===== config.mk =====
export PLATFORM = sky130hd
export DESIGN_NAME = adc_demux_fmt
export DESIGN_NICKNAME = d
export VERILOG_FILES = /design/src/rtl/adc_fmt_pkg.sv /design/src/rtl/adc_fmt_cfg.sv /design/src/rtl/adc_fmt_clamp.sv /design/src/rtl/adc_fmt_pair.sv /design/src/rtl/adc_fmt_dclk.sv /design/src/rtl/adc_demux_fmt.sv
export SDC_FILE = /design/constraint.sdc
export NUM_CORES = 1
export LEC_CHECK = 0
export ABC_AREA = 0
export BUFFER_PORTS_ARGS = -buffer_cell sky130_fd_sc_hd__buf_2
export CELL_PAD_IN_SITES_DETAIL_PLACEMENT = 1
export CELL_PAD_IN_SITES_GLOBAL_PLACEMENT = 2
export CORE_MARGIN = 2
export CORE_UTILIZATION = 33
export CTS_CLUSTER_SIZE = 16
export DETAILED_ROUTE_END_ITERATION = 7
export PLACE_DENSITY = 0.78
export SLEW_MARGIN = 0
export SYNTH_ARGS = -nofsm -noshare
export SYNTH_HDL_FRONTEND = slang
export SYNTH_SLANG_ARGS = --single-unit

===== constraint.sdc =====
create_clock -name clk -period 1.7 [get_ports clk]
set_input_delay 0.085 -clock clk [delete_from_list [all_inputs] [get_ports clk]]
set_output_delay 0.085 -clock clk [all_outputs]
set_load 0.1 [all_outputs]

===== src/rtl/adc_fmt_pkg.sv =====
// Shared types of the ADC output formatter.
// Assumes: one-bit encodings; the encoding values are used by the checker.
package adc_fmt_pkg;
    typedef enum logic {
        FMT_DIRECT = 1'b0,
        FMT_PAIRED = 1'b1
    } fmt_mode_e;

    typedef enum logic {
        PH_EDGE   = 1'b0,
        PH_CENTER = 1'b1
    } fmt_phase_e;
endpackage


===== src/rtl/adc_fmt_cfg.sv =====
// Captures the output mode and clock phase while reset is asserted and
// holds them afterwards.
// Assumes: mode inputs are stable during the reset cycles.
module adc_fmt_cfg
    import adc_fmt_pkg::*;
(
    input  logic       clk,
    input  logic       rst_n,
    input  logic       paired_req,
    input  logic       center_req,
    output fmt_mode_e  mode_q,
    output fmt_phase_e phase_q
);
    // Load configuration only during reset; hold it while running.
    always_ff @(posedge clk) begin
        if (!rst_n) begin
            mode_q  <= paired_req ? FMT_PAIRED : FMT_DIRECT;
            phase_q <= center_req ? PH_CENTER : PH_EDGE;
        end
    end
endmodule


===== src/rtl/adc_fmt_clamp.sv =====
// Forces the code to a full-scale extreme on over-range and forms the flag.
// Assumes: the high indication has priority when both are set.
module adc_fmt_clamp #(
    parameter int CODE_W = 12
) (
    input  logic [CODE_W-1:0] raw_code,
    input  logic              ovr_hi,
    input  logic              ovr_lo,
    output logic [CODE_W-1:0] fmt_code,
    output logic              fmt_ovr
);
    localparam logic [CODE_W-1:0] CODE_TOP = '1;
    localparam logic [CODE_W-1:0] CODE_BOT = '0;

    // Select the forced or raw code.
    always_comb begin
        if (ovr_hi)      fmt_code = CODE_TOP;
        else if (ovr_lo) fmt_code = CODE_BOT;
        else             fmt_code = raw_code;
        fmt_ovr = ovr_hi | ovr_lo;
    end
endmodule


===== src/rtl/adc_fmt_pair.sv =====
// Routes formatted samples to the primary and delayed buses.
// Direct mode: primary updates every edge, delayed bus held at zero.
// Paired mode: even slot samples wait in a holding register, odd slot
// samples release the pair onto both buses at once.
// Assumes: mode is constant outside reset.
module adc_fmt_pair
    import adc_fmt_pkg::*;
#(
    parameter int CODE_W = 12
) (
    input  logic              clk,
    input  logic              rst_n,
    input  fmt_mode_e         mode,
    input  logic [CODE_W-1:0] s_code,
    input  logic              s_ovr,
    output logic              second_q,
    output logic [CODE_W-1:0] pri_code,
    output logic              pri_ovr,
    output logic [CODE_W-1:0] dly_code,
    output logic              dly_ovr
);
    typedef struct packed {
        logic              ovr;
        logic [CODE_W-1:0] code;
    } word_t;

    word_t in_w, hold_q, pri_q, dly_q;

    assign in_w = '{ovr: s_ovr, code: s_code};

    // Track which half of a pair the incoming sample fills.
    always_ff @(posedge clk) begin
        if (!rst_n)                  second_q <= 1'b0;
        else if (mode == FMT_PAIRED) second_q <= ~second_q;
        else                         second_q <= 1'b0;
    end

    // Keep the earlier sample of a pair until its partner arrives.
    always_ff @(posedge clk) begin
        if (!rst_n)                                  hold_q <= '0;
        else if (mode == FMT_PAIRED && !second_q)    hold_q <= in_w;
    end

    // Update the output words according to the mode and slot.
    always_ff @(posedge clk) begin
        if (!rst_n) begin
            pri_q <= '0;
            dly_q <= '0;
        end else if (mode == FMT_DIRECT) begin
            pri_q <= in_w;
            dly_q <= '0;
        end else if (second_q) begin
            pri_q <= in_w;
            dly_q <= hold_q;
        end
    end

    assign pri_code = pri_q.code;
    assign pri_ovr  = pri_q.ovr;
    assign dly_code = dly_q.code;
    assign dly_ovr  = dly_q.ovr;
endmodule


===== src/rtl/adc_fmt_dclk.sv =====
// Forwarded data clock divider.
// Direct mode toggles every edge. Paired mode toggles every second edge,
// on the update edges for edge phase and on the others for centre phase.
// Assumes: second_q is the slot of the sample taken at the current edge.
module adc_fmt_dclk
    import adc_fmt_pkg::*;
(
    input  logic       clk,
    input  logic       rst_n,
    input  fmt_mode_e  mode,
    input  fmt_phase_e phase,
    input  logic       second_q,
    output logic       dclk_q
);
    logic flip;

    // Decide whether this edge toggles the forwarded clock.
    always_comb begin
        if (mode == FMT_DIRECT)    flip = 1'b1;
        else if (phase == PH_EDGE) flip = second_q;
        else                       flip = ~second_q;
    end

    // Divider register, low out of reset.
    always_ff @(posedge clk) begin
        if (!rst_n)    dclk_q <= 1'b0;
        else if (flip) dclk_q <= ~dclk_q;
    end
endmodule


===== src/rtl/adc_demux_fmt.sv =====
// ADC output formatter top: over-range forcing, direct or paired bus
// routing, and a forwarded data clock with selectable phase.
// Assumes: one sample per clk edge; mode and phase change only in reset.
module adc_demux_fmt
    import adc_fmt_pkg::*;
#(
    parameter int CODE_W = 12
) (
    input  logic              clk,
    input  logic              rst_n,
    input  logic              paired_sel,
    input  logic              center_phase,
    input  logic [CODE_W-1:0] in_code,
    input  logic              in_ovr_hi,
    input  logic              in_ovr_lo,
    output logic [CODE_W-1:0] pri_code,
    output logic              pri_ovr,
    output logic [CODE_W-1:0] dly_code,
    output logic              dly_ovr,
    output logic              dly_oe,
    output logic              dclk_out
);
    fmt_mode_e         mode_q;
    fmt_phase_e        phase_q;
    logic [CODE_W-1:0] f_code;
    logic              f_ovr;
    logic              second_q;

    adc_fmt_cfg u_cfg (
        .clk        (clk),
        .rst_n      (rst_n),
        .paired_req (paired_sel),
        .center_req (center_phase),
        .mode_q     (mode_q),
        .phase_q    (phase_q)
    );

    adc_fmt_clamp #(.CODE_W(CODE_W)) u_clamp (
        .raw_code (in_code),
        .ovr_hi   (in_ovr_hi),
        .ovr_lo   (in_ovr_lo),
        .fmt_code (f_code),
        .fmt_ovr  (f_ovr)
    );

    adc_fmt_pair #(.CODE_W(CODE_W)) u_pair (
        .clk      (clk),
        .rst_n    (rst_n),
        .mode     (mode_q),
        .s_code   (f_code),
        .s_ovr    (f_ovr),
        .second_q (second_q),
        .pri_code (pri_code),
        .pri_ovr  (pri_ovr),
        .dly_code (dly_code),
        .dly_ovr  (dly_ovr)
    );

    adc_fmt_dclk u_dclk (
        .clk      (clk),
        .rst_n    (rst_n),
        .mode     (mode_q),
        .phase    (phase_q),
        .second_q (second_q),
        .dclk_q   (dclk_out)
    );

    // The delayed bus drives only in paired mode.
    assign dly_oe = (mode_q == FMT_PAIRED);
endmodule


==> run summary <==
FLOORPLAN
----------------------------------------------------------------------------------
Y dimension of the die ..............................................     71.79 µm
Cell row count ......................................................           24
Area enclosed by the die boundary ...................................     5154 µm²
Initial core utilization ............................................       34.59%
Top-Level Pins ......................................................           46
Core area ...........................................................     4384 µm²
X dimension of the die ..............................................     71.79 µm

GRT
----------------------------------------------------------------------------------
Number of global-route vias before repair ...........................        1,235
Number of antenna violations at the first check in global routing ...            0
Total routing usage reported by global routing ......................       16.16%
Aggregate global routing overflow ...................................            0
Wire length of the first global-routing pass ........................     6.320 mm
Pin count of the biggest net entering global routing ................           15

SYNTHESIS
----------------------------------------------------------------------------------
Post-synthesis average cell area ....................................    11.67 µm²
Yosys warns .........................................................            0
Leading cell types by count after synthesis ......................... sky130_fd_sc_hd__dfxtp_1 (41), sky130_fd_sc_hd__o2bb2ai_1 (26), sky130_fd_sc_hd__nor2_1 (14)
Post-synth EDFFs ....................................................            2
Seq/Total Area, Yosys ...............................................       58.09%
Biggest area consumer among synthesized cells ....................... sky130_fd_sc_hd__dfxtp_1
Share of the synthesized area in the top cell type ..................       54.13%
Syn nets ............................................................          148
Number of standard cells after synthesis ............................          130
Post-synth cell types ...............................................           20
Leading cell type by number of instances after synthesis ............ sky130_fd_sc_hd__dfxtp_1
Share of synthesized flip-flops with an asynchronous set or reset ...           0%
Number of flip-flops and latches in the synthesized netlist .........           43
Post-synth design cell area .........................................     1516 µm²
Dominant synthesized flop cell ...................................... sky130_fd_sc_hd__dfxtp_1
Synth top area cells ................................................ sky130_fd_sc_hd__dfxtp_1 (54%), sky130_fd_sc_hd__o2bb2ai_1 (15%), sky130_fd_sc_hd__mux2i_1 (8.6%)

HOLD PATH
----------------------------------------------------------------------------------
Kind of path behind the tightest hold check ......................... input pin to register
HP Start ............................................................   in_code[1]

ROUTE
----------------------------------------------------------------------------------
DR DRC count ........................................................            0
Detailed Route WL ...................................................     3.783 mm
Vias post-DR ........................................................        1,170
Antenna viol nets, final ............................................            0
Post-DR wirelength/cell .............................................     16.52 µm
Violation count after the first detailed-routing iteration ..........           19
First-pass detailed-route iteration total ...........................            3
Post-DR vias/cell ...................................................        5.109

PLACED DESIGN
----------------------------------------------------------------------------------
GP Congestion .......................................................       0.8369
Area of placed instances ............................................     1754 µm²
Quantity of I/O buffers inserted on ports ...........................           45
Worst-case setup slack after placement ..............................    0.3470 ns
Sum of net half-perimeters after detailed placement .................     2.912 mm

SETUP PATH
----------------------------------------------------------------------------------
Critical Path Start Type ............................................     register
Required time reported for the critical path endpoint ...............      1.62 ns
Number of logic stages on the critical path including buffering .....            1
Register-to-Register Path Depth .....................................            4
Largest stage delay, worst path .....................................      0.53 ns
Largest driver fanout on the critical path ..........................            5
Capturing element type of the critical path ......................... primary output
Arrival time of the worst setup path ................................      1.32 ns
Cell-by-cell listing of the critical path ...........................        buf_2
Capturing point of the worst reg2reg path ........................... u_pair.pri_code[1]$_SDFFE_PN0P_
Total buffers and inverters traversed by the critical path ..........            1
Category of the critical setup timing path .......................... register to primary output
Reg2Reg Setup Slack .................................................      0.34 ns
Reg-to-Reg Start .................................................... u_pair.second_q$_SDFF_PN0_
Family of cells with the greatest summed delay on the critical path .   flip-flops
Cell with the biggest individual delay on the critical path ......... sky130_fd_sc_hd__edfxtp_1
Critical path destination ...........................................       dly_oe
Critical Path Start ................................................. u_cfg.mode_q$_DFFE_PN_

STA
----------------------------------------------------------------------------------
Final setup slack of the worst path .................................    0.2979 ns
Slew at the pin closest to its max-slew limit .......................    0.5502 ns
Final Critical Period ...............................................     1.402 ns
Share of the clock period used by the worst path ....................       82.47%
Max Clk Rate ........................................................    713.2 MHz
Worst-case clock skew ...............................................  0.009320 ns
Number of slew-limit violations in the final report .................            0
Fin Setup TNS .......................................................         0 ns
Hold violation count in the final report ............................            0
Setup-failing EPs final .............................................            0
Worst rel slew slack ................................................       63.32%
Unrepaired setup endpoints after global routing .....................        false

RUN STATUS
----------------------------------------------------------------------------------
Status .............................................................. finished, final reports clean

FINAL LAYOUT
----------------------------------------------------------------------------------
Final nets ..........................................................          194
Area growth syn-to-layout ...........................................       23.68%
Fill cells ..........................................................          491
Fraction of final layout cells sized beyond drive strength 1 ........       33.33%
Post-Layout Inst Area ...............................................     1876 µm²
N_diodes ............................................................            0

CLOCK NETWORK
----------------------------------------------------------------------------------
Maximum count of clock buffers along a single path ..................            2
Quantity of gates resized following cts .............................            0
Reg clk slew, reported paths ........................................      0.08 ns
Setup Buffers After CTS .............................................            0
Clock sink count ....................................................           43
Level count of the clock H-tree .....................................            2
Num CTS Buffers .....................................................            5
Skew-Pair Late Insertion Delay ......................................      0.29 ns
Root buffer cell .................................................... sky130_fd_sc_hd__clkbuf_8
TritonCTS clock tree ................................................          yes

POWER AND IR DROP
----------------------------------------------------------------------------------
Power density over cell area ........................................  1251 nW/µm²
Power after layout ..................................................     2.346 mW
Peak supply drop ....................................................  0.0006197 V
Leakage power .......................................................    0.7865 nW

JOB
----------------------------------------------------------------------------------
Max-cap violation count .............................................            0

## final cells by class
type                       instances  area [µm²]  share of cell area, %
clock buffer                       8       101.3                  5.404
inverter                           5       20.02                  1.067
multi-input combinational         73       543.0                  28.95
sequential                        43       880.8                  46.96
tap                               52       65.06                  3.469
timing repair buffer              48       265.3                  14.14
## worst reg2reg max path: cells and delay by family, from the launching register on
| family | cells | cell delay (ns) |
|---|---|---|
| AND/OR/NAND/NOR | 1 | 0.17 |
| AO/OA/AOI/OAI | 1 | 0.18 |
| buffers and inverters | 2 | 0.35 |
| flip-flops | 1 | 0.54 |
## flip-flops by register name, indices dropped and copies added (netlist names)
name and flops:
u_pair.dly_ovr 1, u_dclk.dclk_q 1, u_pair.pri_code 12, u_pair.dly_code 12, u_cfg.phase_q 1, u_pair.hold_q 13
u_pair.pri_ovr 1, u_pair.second_q 1, u_cfg.mode_q 1
## metal layers
| metal | up-vias | global-route usage (%) | part of all wire [%] |
|---|---|---|---|
| met3 | 6 | 4.782 | 5.4 |
| met2 | 35 | 26.13 | 49 |
| met5 | - | 0 | 0 |
| li1 | 559 | - | - |
| met1 | 570 | 20.46 | 44 |
| met4 | 0 | 5.870 | 1.4 |
## metrics by stage
step / instances / hold slack [ns] / utilization [%]
final: 229 / 0.09573 / 42.78
after global routing: 229 / 0.1090 / 42.78
after CTS: 229 / 0.08544 / 42.78
after detailed placement: 219 / 0.2714 / 40.01
after global placement: 219 / 0.2663 / 40.01
after floorplan: 130 / 0.1839 / -
## power by group
part           switching, mW  internal [mW]  leakage, nW
clock network          0.326          0.380       0.0506
registers             0.0489           1.09        0.357
logic                  0.402          0.102        0.379
## worst min path at each step
stage / end / slack [ns] / cells past startpoint
after floorplan: u_cfg.mode_q$_DFFE_PN_ / 0.18 / 0
after global placement: u_cfg.mode_q$_DFFE_PN_ / 0.27 / 1
after detailed placement: u_cfg.phase_q$_DFFE_PN_ / 0.27 / 1
after global routing: u_pair.hold_q[12]$_SDFFE_PN0P_ / 0.11 / 3
final: u_pair.hold_q[1]$_SDFFE_PN0P_ / 0.1 / 3
after CTS: u_pair.hold_q[7]$_SDFFE_PN0P_ / 0.09 / 3
## repair_timing
| action | in CTS | in global routing |
|---|---|---|
| hold buffers | 2 | 0 |
| hold endpoints to repair | 2 | 0 |
| endpoints found under the setup margin | 0 | 0 |
## layout by cell type (no fill, tap or decap), drive strengths merged
master	instances
clkbuf	8
nor3b	1
buf	46
a21oi	13
o21ai	2
o2bb2ai	26
nand2	1
edfxtp	2
nand3	1
clkinv	1
nor2	14
nor3	1
dlygate4sd3	2
xor2	1
inv	4
mux2i	13
dfxtp	41
## kinds of logic (layout without fill, tap and decap cells)
logic type      after synthesis  count (layout)  synth area share, %
mux                          13              13                8.581
xor+xnor                      1               1               0.5777
compound gates               41              41                20.96
simple gates                 18              18                5.693
buf+inv                      14              61                6.105
flops                        43              43                58.09
Power figures use the tool's default switching activity.
